<file path="src/rtl/sat_pkg.sv">
package sat_pkg;
  typedef enum logic [1:0] {
    RK_SHARED = 2'b00,
    RK_EXCL   = 2'b01,
    RK_UPGR   = 2'b10,
    RK_RSVD   = 2'b11
  } resp_kind_e;
endpackage

</file>
<file path="src/rtl/sat_vector.sv">
module sat_vector #(
  parameter int N    = 8,
  parameter int ID_W = $clog2(N),
  parameter int CW   = ID_W + 1
) (
  input  logic            clk,
  input  logic            rst,
  input  logic            clr_en,
  input  logic            excl_en,
  input  logic [ID_W-1:0] excl_id,
  input  logic            add_en,
  input  logic [ID_W-1:0] add_id,
  input  logic            rem_en,
  input  logic [ID_W-1:0] rem_id,
  output logic [N-1:0]    sh_q,
  output logic [ID_W-1:0] own_q,
  output logic [CW-1:0]   cnt_q
);
  logic [N-1:0]    sh_n;
  logic [ID_W-1:0] own_n;
  logic [CW-1:0]   cnt_n;

  // priority: clear > set-exclusive > add/remove
  always_comb begin
    sh_n  = sh_q;
    own_n = own_q;
    if (clr_en) begin
      sh_n = '0;
    end else if (excl_en) begin
      sh_n          = '0;
      sh_n[excl_id] = 1'b1;
      own_n         = excl_id;
    end else begin
      if (rem_en) sh_n[rem_id] = 1'b0;
      if (add_en) sh_n[add_id] = 1'b1;
    end
  end

  always_comb begin
    cnt_n = '0;
    for (int i = 0; i < N; i++) cnt_n = cnt_n + CW'(sh_n[i]);
  end

  always_ff @(posedge clk) begin
    if (rst) begin
      sh_q  <= '0;
      own_q <= '0;
      cnt_q <= '0;
    end else begin
      sh_q  <= sh_n;
      own_q <= own_n;
      cnt_q <= cnt_n;
    end
  end

  assert_no_same_bit_R2: assert property (@(posedge clk) disable iff (rst)
    (add_en && rem_en && !clr_en && !excl_en) |-> (add_id != rem_id));

  assert_cnt_matches_R5: assert property (@(posedge clk) disable iff (rst)
    32'(cnt_q) == $countones(sh_q));

  assert_clear_empties_R3: assert property (@(posedge clk) disable iff (rst)
    clr_en |=> (sh_q == '0));

  assert_excl_single_R4: assert property (@(posedge clk) disable iff (rst)
    (excl_en && !clr_en) |=> (cnt_q == CW'(1) && sh_q[own_q] && own_q == $past(excl_id)));
endmodule

</file>
<file path="src/rtl/sat_ackcalc.sv">
module sat_ackcalc
  import sat_pkg::*;
#(
  parameter int N    = 8,
  parameter int ID_W = $clog2(N),
  parameter int CW   = ID_W + 1,
  parameter int AW   = ID_W + 2
) (
  input  logic [N-1:0]    sh,
  input  logic [CW-1:0]   cnt,
  input  logic [ID_W-1:0] req_id,
  input  resp_kind_e      kind,
  output logic [N-1:0]    fwd_mask,
  output logic [N-1:0]    repl_mask,
  output logic [AW-1:0]   ack_field
);
  logic          member;
  logic [N-1:0]  req_oh;
  logic [AW-1:0] neg_cnt;

  always_comb begin
    req_oh         = '0;
    req_oh[req_id] = 1'b1;
    member         = sh[req_id];
    fwd_mask       = sh & ~req_oh;
    repl_mask      = sh;
    neg_cnt        = AW'(0) - {1'b0, cnt};
    unique case (kind)
      RK_EXCL: ack_field = neg_cnt + AW'(member);
      RK_UPGR: ack_field = neg_cnt + AW'(1);
      default: ack_field = '0;
    endcase
  end
endmodule

</file>
<file path="src/rtl/sat_pending.sv">
module sat_pending #(
  parameter int AW = 5
) (
  input  logic          clk,
  input  logic          rst,
  input  logic          load_en,
  input  logic [AW-1:0] load_val,
  input  logic          ack_en,
  input  logic [AW-1:0] ack_val,
  output logic [AW-1:0] pend_q,
  output logic          zero_q
);
  logic [AW-1:0] pend_n;

  always_comb begin
    pend_n = pend_q;
    if (load_en)     pend_n = load_val;
    else if (ack_en) pend_n = pend_q - ack_val;
  end

  always_ff @(posedge clk) begin
    if (rst) begin
      pend_q <= '0;
      zero_q <= 1'b1;
    end else begin
      pend_q <= pend_n;
      zero_q <= (pend_n == '0);
    end
  end

  assert_load_value_R10: assert property (@(posedge clk) disable iff (rst)
    load_en |=> (pend_q == $past(load_val)));

  assert_ack_subtract_R11: assert property (@(posedge clk) disable iff (rst)
    (ack_en && !load_en) |=> (pend_q == $past(pend_q) - $past(ack_val)));

  assert_zero_flag_R12: assert property (@(posedge clk) disable iff (rst)
    zero_q == (pend_q == '0));
endmodule

</file>
<file path="src/rtl/sharer_ack_unit.sv">
module sharer_ack_unit
  import sat_pkg::*;
#(
  parameter int N    = 8,
  parameter int ID_W = $clog2(N),
  parameter int CW   = ID_W + 1,
  parameter int AW   = ID_W + 2
) (
  input  logic            clk,
  input  logic            rst,
  input  logic            clr_en,
  input  logic            excl_en,
  input  logic [ID_W-1:0] excl_id,
  input  logic            add_en,
  input  logic [ID_W-1:0] add_id,
  input  logic            rem_en,
  input  logic [ID_W-1:0] rem_id,
  input  logic [ID_W-1:0] req_id,
  input  logic [1:0]      resp_kind,
  input  logic            load_en,
  input  logic            ack_en,
  input  logic [AW-1:0]   ack_val,
  output logic [N-1:0]    sharers,
  output logic [ID_W-1:0] owner,
  output logic [CW-1:0]   sharer_cnt,
  output logic [N-1:0]    fwd_mask,
  output logic [N-1:0]    repl_mask,
  output logic [AW-1:0]   ack_field,
  output logic [AW-1:0]   pend_cnt,
  output logic            all_acks
);
  resp_kind_e kind;
  assign kind = resp_kind_e'(resp_kind);

  sat_vector #(.N(N), .ID_W(ID_W), .CW(CW)) u_vec (
    .clk(clk), .rst(rst),
    .clr_en(clr_en), .excl_en(excl_en), .excl_id(excl_id),
    .add_en(add_en), .add_id(add_id), .rem_en(rem_en), .rem_id(rem_id),
    .sh_q(sharers), .own_q(owner), .cnt_q(sharer_cnt)
  );

  sat_ackcalc #(.N(N), .ID_W(ID_W), .CW(CW), .AW(AW)) u_ack (
    .sh(sharers), .cnt(sharer_cnt), .req_id(req_id), .kind(kind),
    .fwd_mask(fwd_mask), .repl_mask(repl_mask), .ack_field(ack_field)
  );

  sat_pending #(.AW(AW)) u_pend (
    .clk(clk), .rst(rst),
    .load_en(load_en), .load_val({1'b0, sharer_cnt}),
    .ack_en(ack_en), .ack_val(ack_val),
    .pend_q(pend_cnt), .zero_q(all_acks)
  );

  assert_fwd_excludes_req_R6: assert property (@(posedge clk) disable iff (rst)
    ($countones(fwd_mask) + 32'(sharers[req_id])) == 32'(sharer_cnt));
endmodule

</file>
<file path="config.mk">
export PLATFORM = sky130hd
export DESIGN_NAME = sharer_ack_unit
export DESIGN_NICKNAME = d
export VERILOG_FILES = /design/src/rtl/sat_pkg.sv /design/src/rtl/sat_vector.sv /design/src/rtl/sat_ackcalc.sv /design/src/rtl/sat_pending.sv /design/src/rtl/sharer_ack_unit.sv
export SDC_FILE = /design/constraint.sdc
export NUM_CORES = 1
export LEC_CHECK = 0
export ABC_AREA = 0
export BUFFER_PORTS_ARGS = -buffer_cell sky130_fd_sc_hd__buf_2
export CAP_MARGIN = 30
export CORE_ASPECT_RATIO = 1.75
export CORE_MARGIN = 2
export CORE_UTILIZATION = 42
export CTS_BUF_LIST = sky130_fd_sc_hd__clkbuf_4 sky130_fd_sc_hd__clkbuf_8
export CTS_CLUSTER_DIAMETER = 60
export DETAILED_ROUTE_END_ITERATION = 6
export PLACE_DENSITY = 0.7
export SYNTH_ARGS = -nofsm -noshare
export SYNTH_HDL_FRONTEND = slang
export SYNTH_HIERARCHICAL = 1
export SYNTH_SLANG_ARGS = --single-unit
</file>
<file path="constraint.sdc">
create_clock -name clk -period 4 [get_ports clk]
set_input_delay 0.4 -clock clk [delete_from_list [all_inputs] [get_ports clk]]
set_output_delay 0.4 -clock clk [all_outputs]
set_load 0.005 [all_outputs]
</file>
Word level (Yosys, flattened, before mapping). Index checks and enable logic that the tools add are counted.

Add/sub/neg operators: 11. Magnitude comparators: 8. Eq/ne operators: 2. Multiplexer cells: 19. Bitwise logic cells: 6. Reductions and logical operators: 6.

Operator list (count): $mux W8 (6); $add A4 B1 Y4 (6); $and A8 B8 Y8 (2); $lt A3 B4 Y1 const B (4); $not A8 Y8 (2); $demux W1 S3 (4); $ge A3 B1 Y1 const B (4); $mux W5 (2); $pmux W5 S2 (1); $or A8 B8 Y8 (1); $add A5 B1 Y5 (1); $add A5 B1 Y5 const B (1); $logic_not A5 Y1 (1); $mux W1 (5); $sub A1 B4 Y5 const A (1); $sub A5 B5 Y5 (1); $logic_and A1 B1 Y1 (4); $bmux W1 S3 (1); $add A1 B1 Y2 (1); $eq A2 B1 Y1 const B (1); $eq A2 B2 Y1 const B (1); $reduce_and A2 Y1 (1); $not A1 Y1 (1).

Register bits: 21.

Longest topological paths before layout. Gate-level depths: netlist of run 1.

Depth after elaboration: 20. Gate-level depth with buffers: 14. Mapped depth without buffers: 13.

Modules after synthesis. Netlist of run 1, hierarchy kept.

Modules (own cells, without submodules): sat_vector (times used 1, cells each 96, area an instance 914.6 um^2, sequential area each 300.3 um^2); sat_pending (times used 1, cells each 53, area an instance 483.0 um^2, sequential area each 120.1 um^2); sat_ackcalc (times used 1, cells each 57, area an instance 414.1 um^2, sequential area each 0.0 um^2); sharer_ack_unit (times used 1, cells each 1, area an instance 3.8 um^2, sequential area each 0.0 um^2).

Worst setup path before layout of run 1. OpenSTA, ideal clock, no wires.

Path kind: input port to flip-flop. From: in rem_id[1]. To: reg u_vec.cnt_q[2]. Data arrival time: 3609 ps. Required time: 3872 ps. Slack: 263 ps. Stages: 13. Path buffers: 0. Cell sequence: or4b_1 a221oi_2 nor3b_1 fa_1 inv_1 fa_1 inv_1 fa_1 ha_1 inv_1 fa_1 xor2_1 nor2_1.

Longest elaborated chain between the ends: 20.

Ends and longest elaborated chain: from (decl) (RTL line sharer_ack_unit.sv:17) `input logic [ID_W-1:0] rem_id,`; $lt A3 B4 Y1 (not written as such) / $ge A3 B1 Y1 (equally long branches) (RTL line sat_vector.sv:34) `if (rem_en) sh_n[rem_id] = 1'b0;`; $logic_and A1 B1 Y1 (not written as such) (RTL line sat_vector.sv:34); $mux W1 (not written as such) (RTL line sat_vector.sv:34); $demux W1 S3 *; $not A8 Y8 (no line) *; $and A8 B8 Y8 (no line) *; $mux W8 * (RTL line sat_vector.sv:34); $mux W8 * (RTL line sat_vector.sv:29) `end else if (excl_en) begin`; $mux W8 * (RTL line sat_vector.sv:27) `if (clr_en) begin`; $or A8 B8 Y8 (no line); $mux W8 * (RTL line sat_vector.sv:35) `if (add_en) sh_n[add_id] = 1'b1;`; $mux W8 * (RTL line sat_vector.sv:29); $mux W8 * (RTL line sat_vector.sv:27); net u_vec.sh_n[0] (RTL line sat_vector.sv:19) `logic [N-1:0] sh_n;`; $add A1 B1 Y2 * (RTL line sat_vector.sv:41) `for (int i = 0; i < N; i++) cnt_n = cnt_n + CW'(sh_n[i]);`; $add A4 B1 Y4 * (6 in series) (RTL line sat_vector.sv:41); to (signal assigned) (RTL line sat_vector.sv:52) `cnt_q <= cnt_n;`; to (decl) (RTL line sat_vector.sv:17) `output logic [CW-1:0] cnt_q`.

The timed path passes the listed nets; every way through them passes the cells marked *. The select of a mux whose other input is x is not followed. A chain may end at the register's enable or synchronous reset.

Worst setup path after layout of run 1.
From: in rem_id[2]. To: reg u_vec.cnt_q[2].

The elaborated chain is that of the path after synthesis.

==> results of run 1 <==
[cells in the mapped netlist (4+ instances only)]
| master | count |
|---|---|
| a21oi_1 | 9 |
| a221oi_1 | 7 |
| a31oi_1 | 6 |
| buf_4 | 9 |
| dfxtp_1 | 21 |
| fa_1 | 5 |
| ha_1 | 11 |
| inv_1 | 25 |
| mux2i_1 | 6 |
| nand2_1 | 7 |
| nor2_1 | 13 |
| nor2b_1 | 8 |
| nor3_1 | 4 |
| nor3b_1 | 4 |
| nor4_1 | 5 |
| o31a_1 | 6 |
[worst max path at each step]
stage	slack (ns)	startpoint	depth (start not counted)	end
detailed placement	-0.05	rem_id[2]	14	u_vec/cnt_q[2]$_SDFF_PP0_
finish	0.18	rem_id[2]	14	u_vec/cnt_q[2]$_SDFF_PP0_
global placement	0.003	rem_id[2]	14	u_vec/cnt_q[2]$_SDFF_PP0_
floorplan	0.26	rem_id[1]	13	u_vec/cnt_q[2]$_SDFF_PP0_
global route	0.05	rem_id[2]	14	u_vec/cnt_q[2]$_SDFF_PP0_
CTS	0.20	rem_id[2]	14	u_vec/cnt_q[2]$_SDFF_PP0_
[logic make-up (layout without fill, tap and decap cells)]
family,after synthesis,count (layout),share of synthesized area
flops,21,21,0.232
buf+inv,42,100,0.119
fa+ha+maj,16,16,0.131
compound gates,47,47,0.209
simple gates,67,67,0.232
xor+xnor,5,5,0.0241
mux,8,8,0.0517
other cells,1,1,0.00207
[flip-flops by register name, indices dropped and copies added (netlist names)]
signal         cells
u_vec/sh_q         8
u_pend/pend_q      5
u_vec/cnt_q        4
u_vec/own_q        3
u_pend/zero_q      1
[through the flow]
stage | area, sq um | utilization | setup slack (ns) | hold WS, ns | instances
2_1_floorplan | 1820 | - | 0.263 | 0.468 | 207
3_3_place_gp | 2120 | 0.510 | 0.00271 | 0.472 | 310
3_5_place_dp | 2120 | 0.510 | -0.0497 | 0.480 | 310
4_1_cts | 2160 | 0.522 | 0.204 | 0.452 | 314
5_1_grt | 2160 | 0.522 | 0.0535 | 0.468 | 314
6_report | 2160 | 0.522 | 0.185 | 0.463 | 314
[per-layer routing]
metal	track usage	wire length [microns]	vias to the layer above
met4	0.0427	20	0
met2	0.380	2650	58
met1	0.217	1730	809
met5	0	0	-
li1	-	-	868
met3	0.0280	235	2
[power by group]
group,total (mW),internal [mW],switching (mW),leakage [nW]
sequential,0.243,0.225,0.0174,0.172
combinational,0.241,0.116,0.125,0.830
clock,0.136,0.0692,0.0666,0.0255
[final cells by class]
class,count,area share
Timing Repair Buffer,71,0.168
Tap cell,49,0.0283
Multi-Input combinational cell,144,0.545
Inverter,25,0.0434
Sequential cell,21,0.194
Clock buffer,3,0.0191
Clock inverter,1,0.00231
[tightest hold or removal path: stages]
cell	delay, ns
buf_2	0.13
mux2i_1	0.08
nor2_1	0.07
==> metrics.txt, run 1 <==
Worst-path clk slew 0.08 ns; Post-CTS Resized 0; I/O Pins 69; worst r2r dst u_vec/cnt_q[2]$_SDFF_PP0_; critical path launch point type primary input; commonest non-fill, non-tap cell in the layout buf_2; critical path buffer and inverter count 4; CTS tree done; register area 420 sq um; core footprint 4150 sq um; dpl hpwl 3.76 mm; skew final 0.00372 ns; total CTS buffers 3; Top FF cell, synth dfxtp_1; Die Span X 53.7 microns; vias in the first global route 1,635; CTS Root Cell clkbuf_8; worst r2r path cells 12; Avg Vias per Cell 5.53; die height 91.0 microns; setup total negative slack 0 ns; pin count of the biggest net entering global routing 22; post-synthesis cell count 207; Worst EP required 4.13 ns; reg2reg start u_vec/sh_q[1]$_SDFF_PP0_; Hold Path Stages 3; power per cell area 286 nW/um^2; Post-Synthesis Mean Instance Area 8.77 sq um; hold buffers post-CTS 0; Pre-antenna DRT Iters 4; f_max 262 MHz; critical-path cell list buf_2, or4b_1, a221oi_2, nor3b_1, fa_1, inv_1, fa_1, inv_1, fa_1, ha_1, inv_1, fa_1, xor2_1, nor2_1; post-route clock period utilization 0.954; HP Start excl_id[1]; Worst-Skew Late Latency 0.25 ns; status completed; Setup CP Type primary input to flop; RSZ-0062 raised after global routing no; Total GRT Usage 0.200; Yosys top cell area share 0.232; max cap viols 0; hold endpoint u_vec/own_q[1]$_SDFFE_PP0P_; layout cell share with drive strength beyond 1 0.317; Final Hold Fails 0; ANT nets after route 0; Post-Route WL 4.63 mm; routability congestion estimate 0.856; most frequent cells in the layout buf_2 (68), inv_1 (25), dfxtp_1 (21); asr flop ratio synth 0; first-iteration detailed-routing DRC count 49; Cell variety after synth 57; via count 1,737; Worst path most repeated cell fa_1; final routed DRC violation total 0; Critical Path Fanout Max 8; post-CTS setup buffer count 0; P&R area growth vs syn 19.2%; GRT overflow 0; Largest delay share family, worst path adder cells; Slowest-stage cell, CP or4b_1; Min-Delay Path Class primary input to flop; Placement Rows 31; Power, Total 619 uW; fillcell total 420; Lkg Pwr 1.03 nW; Synth Warn # 6; largest cells by area after synthesis dfxtp_1 (23%), ha_1 (7.6%), fa_1 (5.5%); #FFs+latches synth 21; critical path's largest stage delay 0.54 ns; Crit. End Element flop; n_diodes 0; Mapped Area 1820 sq um; I/O Buffers 68; minimum clock period 3.82 ns; initial antenna violation count 0; net count after synthesis 250; sequential-to-total area share from yosys stat 0.232; crit path DAT 3.95 ns; Die Area 4890 sq um; Worst IR Drop VDD 229 uV; first-pass GRT wire length 7.47 mm; clk sinks 21; post-synth top area cell dfxtp_1; H-tree depth 1; wire per inst 14.7 microns; # nets final 309; Initial Util 0.437; # setup viols final 0; reg2reg setup slack 0.62 ns; count of pins over their slew limit 0; number of synthesized flops with an enable pin 0; multi-input gate area in the final layout 1180 sq um; deepest clock path buffer count 2
No activity file was read; power rests on OpenSTA's default activity.
==> run 2: changes to the inputs <==
CORE_UTILIZATION = 45   (was 42)
PLACE_DENSITY = 0.77   (was 0.7)
SKIP_CTS_REPAIR_TIMING = 1   (was not set)
clock period = 3.13 ns   (was 4 ns; I/O delays follow)
==> metrics.txt, run 2 (same netlist as run 1, synthesis figures left out) <==
H-tree depth 1 (unchanged); Lkg Pwr 1.16 nW (+12%); Inst Count DP 332 (+7.1%); ANT nets after route 0 (unchanged); reg2reg setup slack -0.13 ns (-0.75 ns); dpl hpwl 4.00 mm (+6.2%); pin count of the biggest net entering global routing 22 (unchanged); reg2reg start u_vec/sh_q[1]$_SDFF_PP0_; Crit. End Element flop; Post-Route WL 4.89 mm (+5.6%); setup total negative slack -0.787 ns (-0.787 ns); CTS tree done; Final WS setup -0.394 ns (-0.579 ns); final hold slack 0.300 ns (-0.163 ns); power per cell area 346 nW/um^2 (+21%); Min-Delay Path Class primary input to flop; P&R area growth vs syn 31.8%; routability congestion estimate 0.764 (-11%); minimum clock period 3.52 ns; Avg Vias per Cell 5.64 (+2.0%); failing checks negative setup slack; Placement Rows 30 (-3.2%); commonest non-fill, non-tap cell in the layout buf_2; Final Hold Fails 0 (unchanged); wire per inst 14.5 microns (-1.6%); Util after Layout 0.619 (+0.0975); Pre-antenna DRT Iters 4 (unchanged); initial antenna violation count 0 (unchanged); hold endpoint u_vec/sh_q[1]$_SDFF_PP0_; critical-path cell list buf_6, or4b_4, a221oi_4, nor3b_2, fa_1, inv_1, fa_1, inv_1, fa_1, ha_4, inv_2, fa_2, nor2_1; # setup viols final 3 (+3); I/O Pins 69 (unchanged); post-route clock period utilization 1.13; Hold Path Stages 2 (-1); Most flops, register u_vec/sh_q; worst r2r dst u_vec/cnt_q[1]$_SDFF_PP0_; max cap viols 0 (unchanged); number of flip-flops in the largest register 8 (unchanged); CTS Root Cell clkbuf_8; count of pins over their slew limit 0 (unchanged); RSZ-0062 raised after global routing yes; Critical Path Fanout Max 2 (-6); clk sinks 21 (unchanged); worst r2r path cells 11 (-1); first-iteration detailed-routing DRC count 54 (+10%); largest registers u_vec/sh_q: 8 flops, u_pend/pend_q: 5 flops, u_vec/cnt_q: 4 flops; Total GRT Usage 0.222 (+0.0220); Worst path most repeated cell fa_1; Worst-Skew Late Latency 0.25 ns (about the same); Initial Util 0.470 (+0.0321); final std cells w/o fill 337 (+7.3%); skew final 0.00661 ns (+0.00289 ns); Die Area 4580 sq um (-6.3%); Placed Area 2310 sq um (+9.0%); status finished with violations; first-pass GRT wire length 7.80 mm (+4.4%); # nets final 333 (+7.8%); Slowest-stage cell, CP or4b_4; Worst EP required 3.26 ns (-0.87 ns); f_max 284 MHz; deepest clock path buffer count 2 (unchanged); core footprint 3870 sq um (-6.8%); critical path's largest stage delay 0.55 ns (about the same); Die Span X 52.0 microns (-3.1%); finished layout cell area 2390 sq um (+11%); total CTS buffers 3 (unchanged); via count 1,901 (+9.4%); most frequent cells in the layout buf_2 (66), buf_4 (27), inv_1 (24); GRT overflow 0 (unchanged); n_diodes 0 (unchanged); vias in the first global route 1,789 (+9.4%); crit path DAT 3.65 ns (-0.30 ns); Setup CP Type primary input to flop; I/O Buffers 68 (unchanged); Worst IR Drop VDD 301 uV (+32%); layout cell share with drive strength beyond 1 0.391 (+0.0740); critical path launch point type primary input; HP Start clr_en; Worst-path clk slew 0.08 ns (about the same); final routed DRC violation total 0 (unchanged); die height 88.0 microns (-3.2%)
==> run 2: how the worst max path moves through the flow <==
stage,depth (start not counted),startpoint,slack (ns),to
after floorplan,12,rem_id[0],-0.46,u_vec/cnt_q[1]$_SDFF_PP0_
after global placement,13,rem_id[0],-0.68,u_vec/cnt_q[1]$_SDFF_PP0_
after detailed placement,13,rem_id[0],-0.69,u_vec/cnt_q[1]$_SDFF_PP0_
after CTS,13,rem_id[0],-0.43,u_vec/cnt_q[1]$_SDFF_PP0_
after global routing,13,rem_id[0],-0.50,u_vec/cnt_q[1]$_SDFF_PP0_
final,13,rem_id[0],-0.39,u_vec/cnt_q[1]$_SDFF_PP0_
==> run 2: layer usage <==
metal | up-vias | part of all wire | global-route usage
li1 | 918 | - | -
met1 | 911 | 0.37 | 0.228
met2 | 64 | 0.56 | 0.455
met3 | 8 | 0.046 | 0.0222
met4 | 0 | 0.018 | 0.0502
met5 | - | 0 | 0
==> run 2: cell type report <==
class	instances	area (sq um)
sequential	21	420
clock buffer	4	48.8
fill	357	1470
multi-input combinational	144	1210
timing repair buffer	95	556
inverter	25	93.8
tap	48	60.1
==> run 2: metrics by stage <==
stage          power (mW)  setup WS, ns
6_report            0.828        -0.394
4_1_cts             0.830        -0.433
2_1_floorplan       0.524        -0.457
5_1_grt             0.888        -0.495
3_5_place_dp        0.651        -0.688
3_3_place_gp        0.640        -0.676
==> run 2: power by group <==
| part | switching (mW) | total, mW | internal (mW) |
|---|---|---|---|
| combinational | 0.167 | 0.339 | 0.172 |
| sequential | 0.0208 | 0.309 | 0.288 |
| clock | 0.0812 | 0.180 | 0.0990 |
| total | 0.269 | 0.828 | 0.559 |
==> run 2: critical path: cells and delay by family <==
family	cells	cell delay, ns
compound gates	1	0.32
fa+ha+maj	5	2.11
buf+inv	4	0.22
simple gates	3	0.68
==> run 3: changes to the inputs <==
PLACE_DENSITY = 0.78   (was 0.77)
SETUP_SLACK_MARGIN = 0.4   (was not set)
SYNTH_HIERARCHICAL = not set   (was 1)
==> metrics.txt, run 3 <==
status finished with violations; failing checks negative setup slack; multi-input gate area in the final layout 1270 sq um (+4.6%); pin count of the biggest net entering global routing 23 (+4.5%); ANT nets after route 0 (unchanged); I/O Buffers 68 (unchanged); skew final 0.00487 ns (-0.00173 ns); number of synthesized flops with an enable pin 0 (unchanged); sequential-to-total area share from yosys stat 0.236 (+0.00489); Util after Layout 0.634 (+0.0152); worst setup path endpoint u_vec.cnt_q[1]$_SDFF_PP0_; slew of the pin with the lowest slew margin 0.445 ns; Final WS setup -0.0505 ns (+0.344 ns); most frequent cell after synthesis nor2_1; Worst-Skew Late Latency 0.27 ns (+0.02 ns); register area 423 sq um (+0.60%); final routed DRC violation total 0 (unchanged); Post-Synthesis Mean Instance Area 8.31 sq um (-5.3%); switching power 272 uW (+1.1%); count of pins over their slew limit 0 (unchanged); synthesized-area fraction occupied by adder cells 0.134 (+0.00276); Reg power frac 0.374 (about the same); Placement Rows 30 (unchanged); # nets final 341 (+2.4%); Setup CP Type primary input to flop; most frequent cells in the layout buf_2 (65), nor2_1 (26), buf_4 (26); post-route clock period utilization 1.02 (-0.110); largest registers u_vec.sh_q: 8 flops, u_pend.pend_q: 5 flops, u_vec.cnt_q: 4 flops; worst r2r path cells 10 (-1); Worst-path clk slew 0.09 ns (about the same); total CTS buffers 3 (unchanged); I/O Pins 69 (unchanged); setup total negative slack -0.0709 ns (+0.717 ns); core footprint 3830 sq um (-0.97%); P_int 526 uW (-6.0%); first-iteration detailed-routing DRC count 51 (-5.6%); Lkg Pwr 1.18 nW (+1.8%); CTS tree done; via count 1,936 (+1.8%); clk sinks 21 (unchanged); initial antenna violation count 0 (unchanged); simple-gate share of the synthesized area 0.246 (+0.0133); Die Area 4490 sq um (-1.9%); Final Hold Fails 0 (unchanged); complex-gate fraction of the synthesized area 0.210 (+0.000890); Crit. End Element flop; RSZ-0062 raised after global routing yes; H-tree depth 1 (unchanged); layout cell share with drive strength beyond 1 0.418 (+0.0265); Place WS -0.252 ns (+0.436 ns); largest cells by area after synthesis dfxtp_1 (24%), ha_1 (7.7%), nor2_1 (5.7%); routability congestion estimate 0.844 (+10%); commonest non-fill, non-tap cell in the layout buf_2; worst r2r dst u_vec.cnt_q[1]$_SDFF_PP0_; Most flops, register u_vec.sh_q; power per cell area 328 nW/um^2 (-5.1%); largest family of logic cells by synthesized area simple AND/OR/NAND/NOR gates; xor-xnor portion of the synthesized cell area 0.0296 (+0.00544); P&R area growth vs syn 36.6%; critical path launch point type primary input; reg2reg setup slack 0 ns (+0.13 ns); Initial Util 0.464 (-0.00520); net count after synthesis 257 (+2.8%); Min-Delay Path Class primary input to flop; fillcell total 344 (-3.6%); Top FF cell, synth dfxtp_1; first-pass GRT wire length 7.87 mm (+0.88%); max cap viols 0 (unchanged); GRT overflow 0 (unchanged); crit path DAT 3.39 ns (-0.26 ns); Die Span X 51.5 microns (-0.96%); post-synth top area cell dfxtp_1; Critical Path Fanout Max 8 (+6); slew margin rel. 0.703; Yosys top cell area share 0.236 (+0.00489); Cell variety after synth 54 (-5.3%); asr flop ratio synth 0 (unchanged); reg2reg start u_vec.sh_q[0]$_SDFF_PP0_; Power, Total 797 uW (-3.7%); Worst EP required 3.34 ns (+0.08 ns); Placed Area 2260 sq um (-2.3%); # setup viols final 2 (-1); die height 87.2 microns (-0.99%); Total GRT Usage 0.227 (+0.00542); Post-Route WL 5.19 mm (+6.2%); post-synthesis cell count 214 (+3.4%); f_max 314 MHz (+11%); Critical Path Source rem_id[0]; Switching Share 0.341 (+0.0162); minimum clock period 3.18 ns (-0.344 ns); Synth Warn # 0 (-6); Clock Power Share 0.239 (+0.021); CTS Root Cell clkbuf_8; deepest clock path buffer count 2 (unchanged); Pre-antenna DRT Iters 4 (unchanged); Commonest cells post-synth nor2_1 (27), dfxtp_1 (21), inv_1 (18), nand2_1 (12), ha_1 (11); Worst IR Drop VDD 274 uV (-9.0%); Mapped Area 1780 sq um (-2.1%); dpl hpwl 4.06 mm (+1.5%); number of flip-flops in the largest register 8 (unchanged); finished layout cell area 2430 sq um (+1.5%); wire per inst 15.0 microns (+3.7%); #FFs+latches synth 21 (unchanged); Logic pwr share 0.387 (-0.022); Avg Vias per Cell 5.61 (-0.52%); vias in the first global route 1,856 (+3.7%); n_diodes 0 (unchanged); post-synthesis mux area share 0.0429 (-0.00876)
run 3: worst min-delay path by stage:
stage                                      startpoint                           to  cells past startpoint
after CTS                                      clr_en     u_vec.sh_q[0]$_SDFF_PP0_                      2
after global placement    u_vec.own_q[0]$_SDFFE_PP0P_  u_vec.own_q[0]$_SDFFE_PP0P_                      2
after global routing                           clr_en     u_vec.sh_q[0]$_SDFF_PP0_                      2
after detailed placement  u_vec.own_q[2]$_SDFFE_PP0P_  u_vec.own_q[2]$_SDFFE_PP0P_                      2
final                                          clr_en     u_vec.sh_q[0]$_SDFF_PP0_                      2
after floorplan                            excl_id[0]  u_vec.own_q[0]$_SDFFE_PP0P_                      2
run 3: power groups by stage:
stage          combinational (mW)  clock, mW  sequential [mW]
6_report                    0.308      0.190            0.298
5_1_grt                     0.341      0.206            0.300
4_1_cts                     0.278      0.192            0.297
3_5_place_dp                0.276          0            0.303
3_3_place_gp                0.269          0            0.303
2_1_floorplan               0.169          0            0.303
run 3: worst max-delay path, cell delays in order:
cell and delay, ns:
buf_4 0.14, nand3b_1 0.18, a221oi_2 0.30, nor3_1 0.11
ha_1 0.34, inv_2 0.07, fa_1 0.41, fa_1 0.49
inv_1 0.05, fa_2 0.34, fa_2 0.52, nor2b_1 0.11
run 3: layer usage:
layer  wire, microns  track usage
met1            1870        0.227
met2            2920        0.443
met3             214       0.0241
met4             182        0.112
met5               0            0
run 3: logic make-up (layout without fill, tap and decap cells):
group | Yosys count | count (layout)
compound gates | 51 | 51
mux | 7 | 7
fa+ha+maj | 16 | 16
buf+inv | 34 | 117
xor+xnor | 6 | 6
simple gates | 79 | 79
flops | 21 | 21
run 3: area by class of cell:
class	instances	share of cell area
clock buffer	3	0.0170
clock inverter	1	0.00309
inverter	19	0.0294
multi-input combinational	159	0.523
sequential	21	0.174
tap	48	0.0247
timing repair buffer	94	0.228
run 3: through the flow:
step / hold slack, ns / instances
detailed placement: 0.479 / 336
global placement: 0.473 / 336
floorplan: 0.460 / 214
finish: 0.289 / 345
global route: 0.287 / 345
CTS: 0.284 / 340
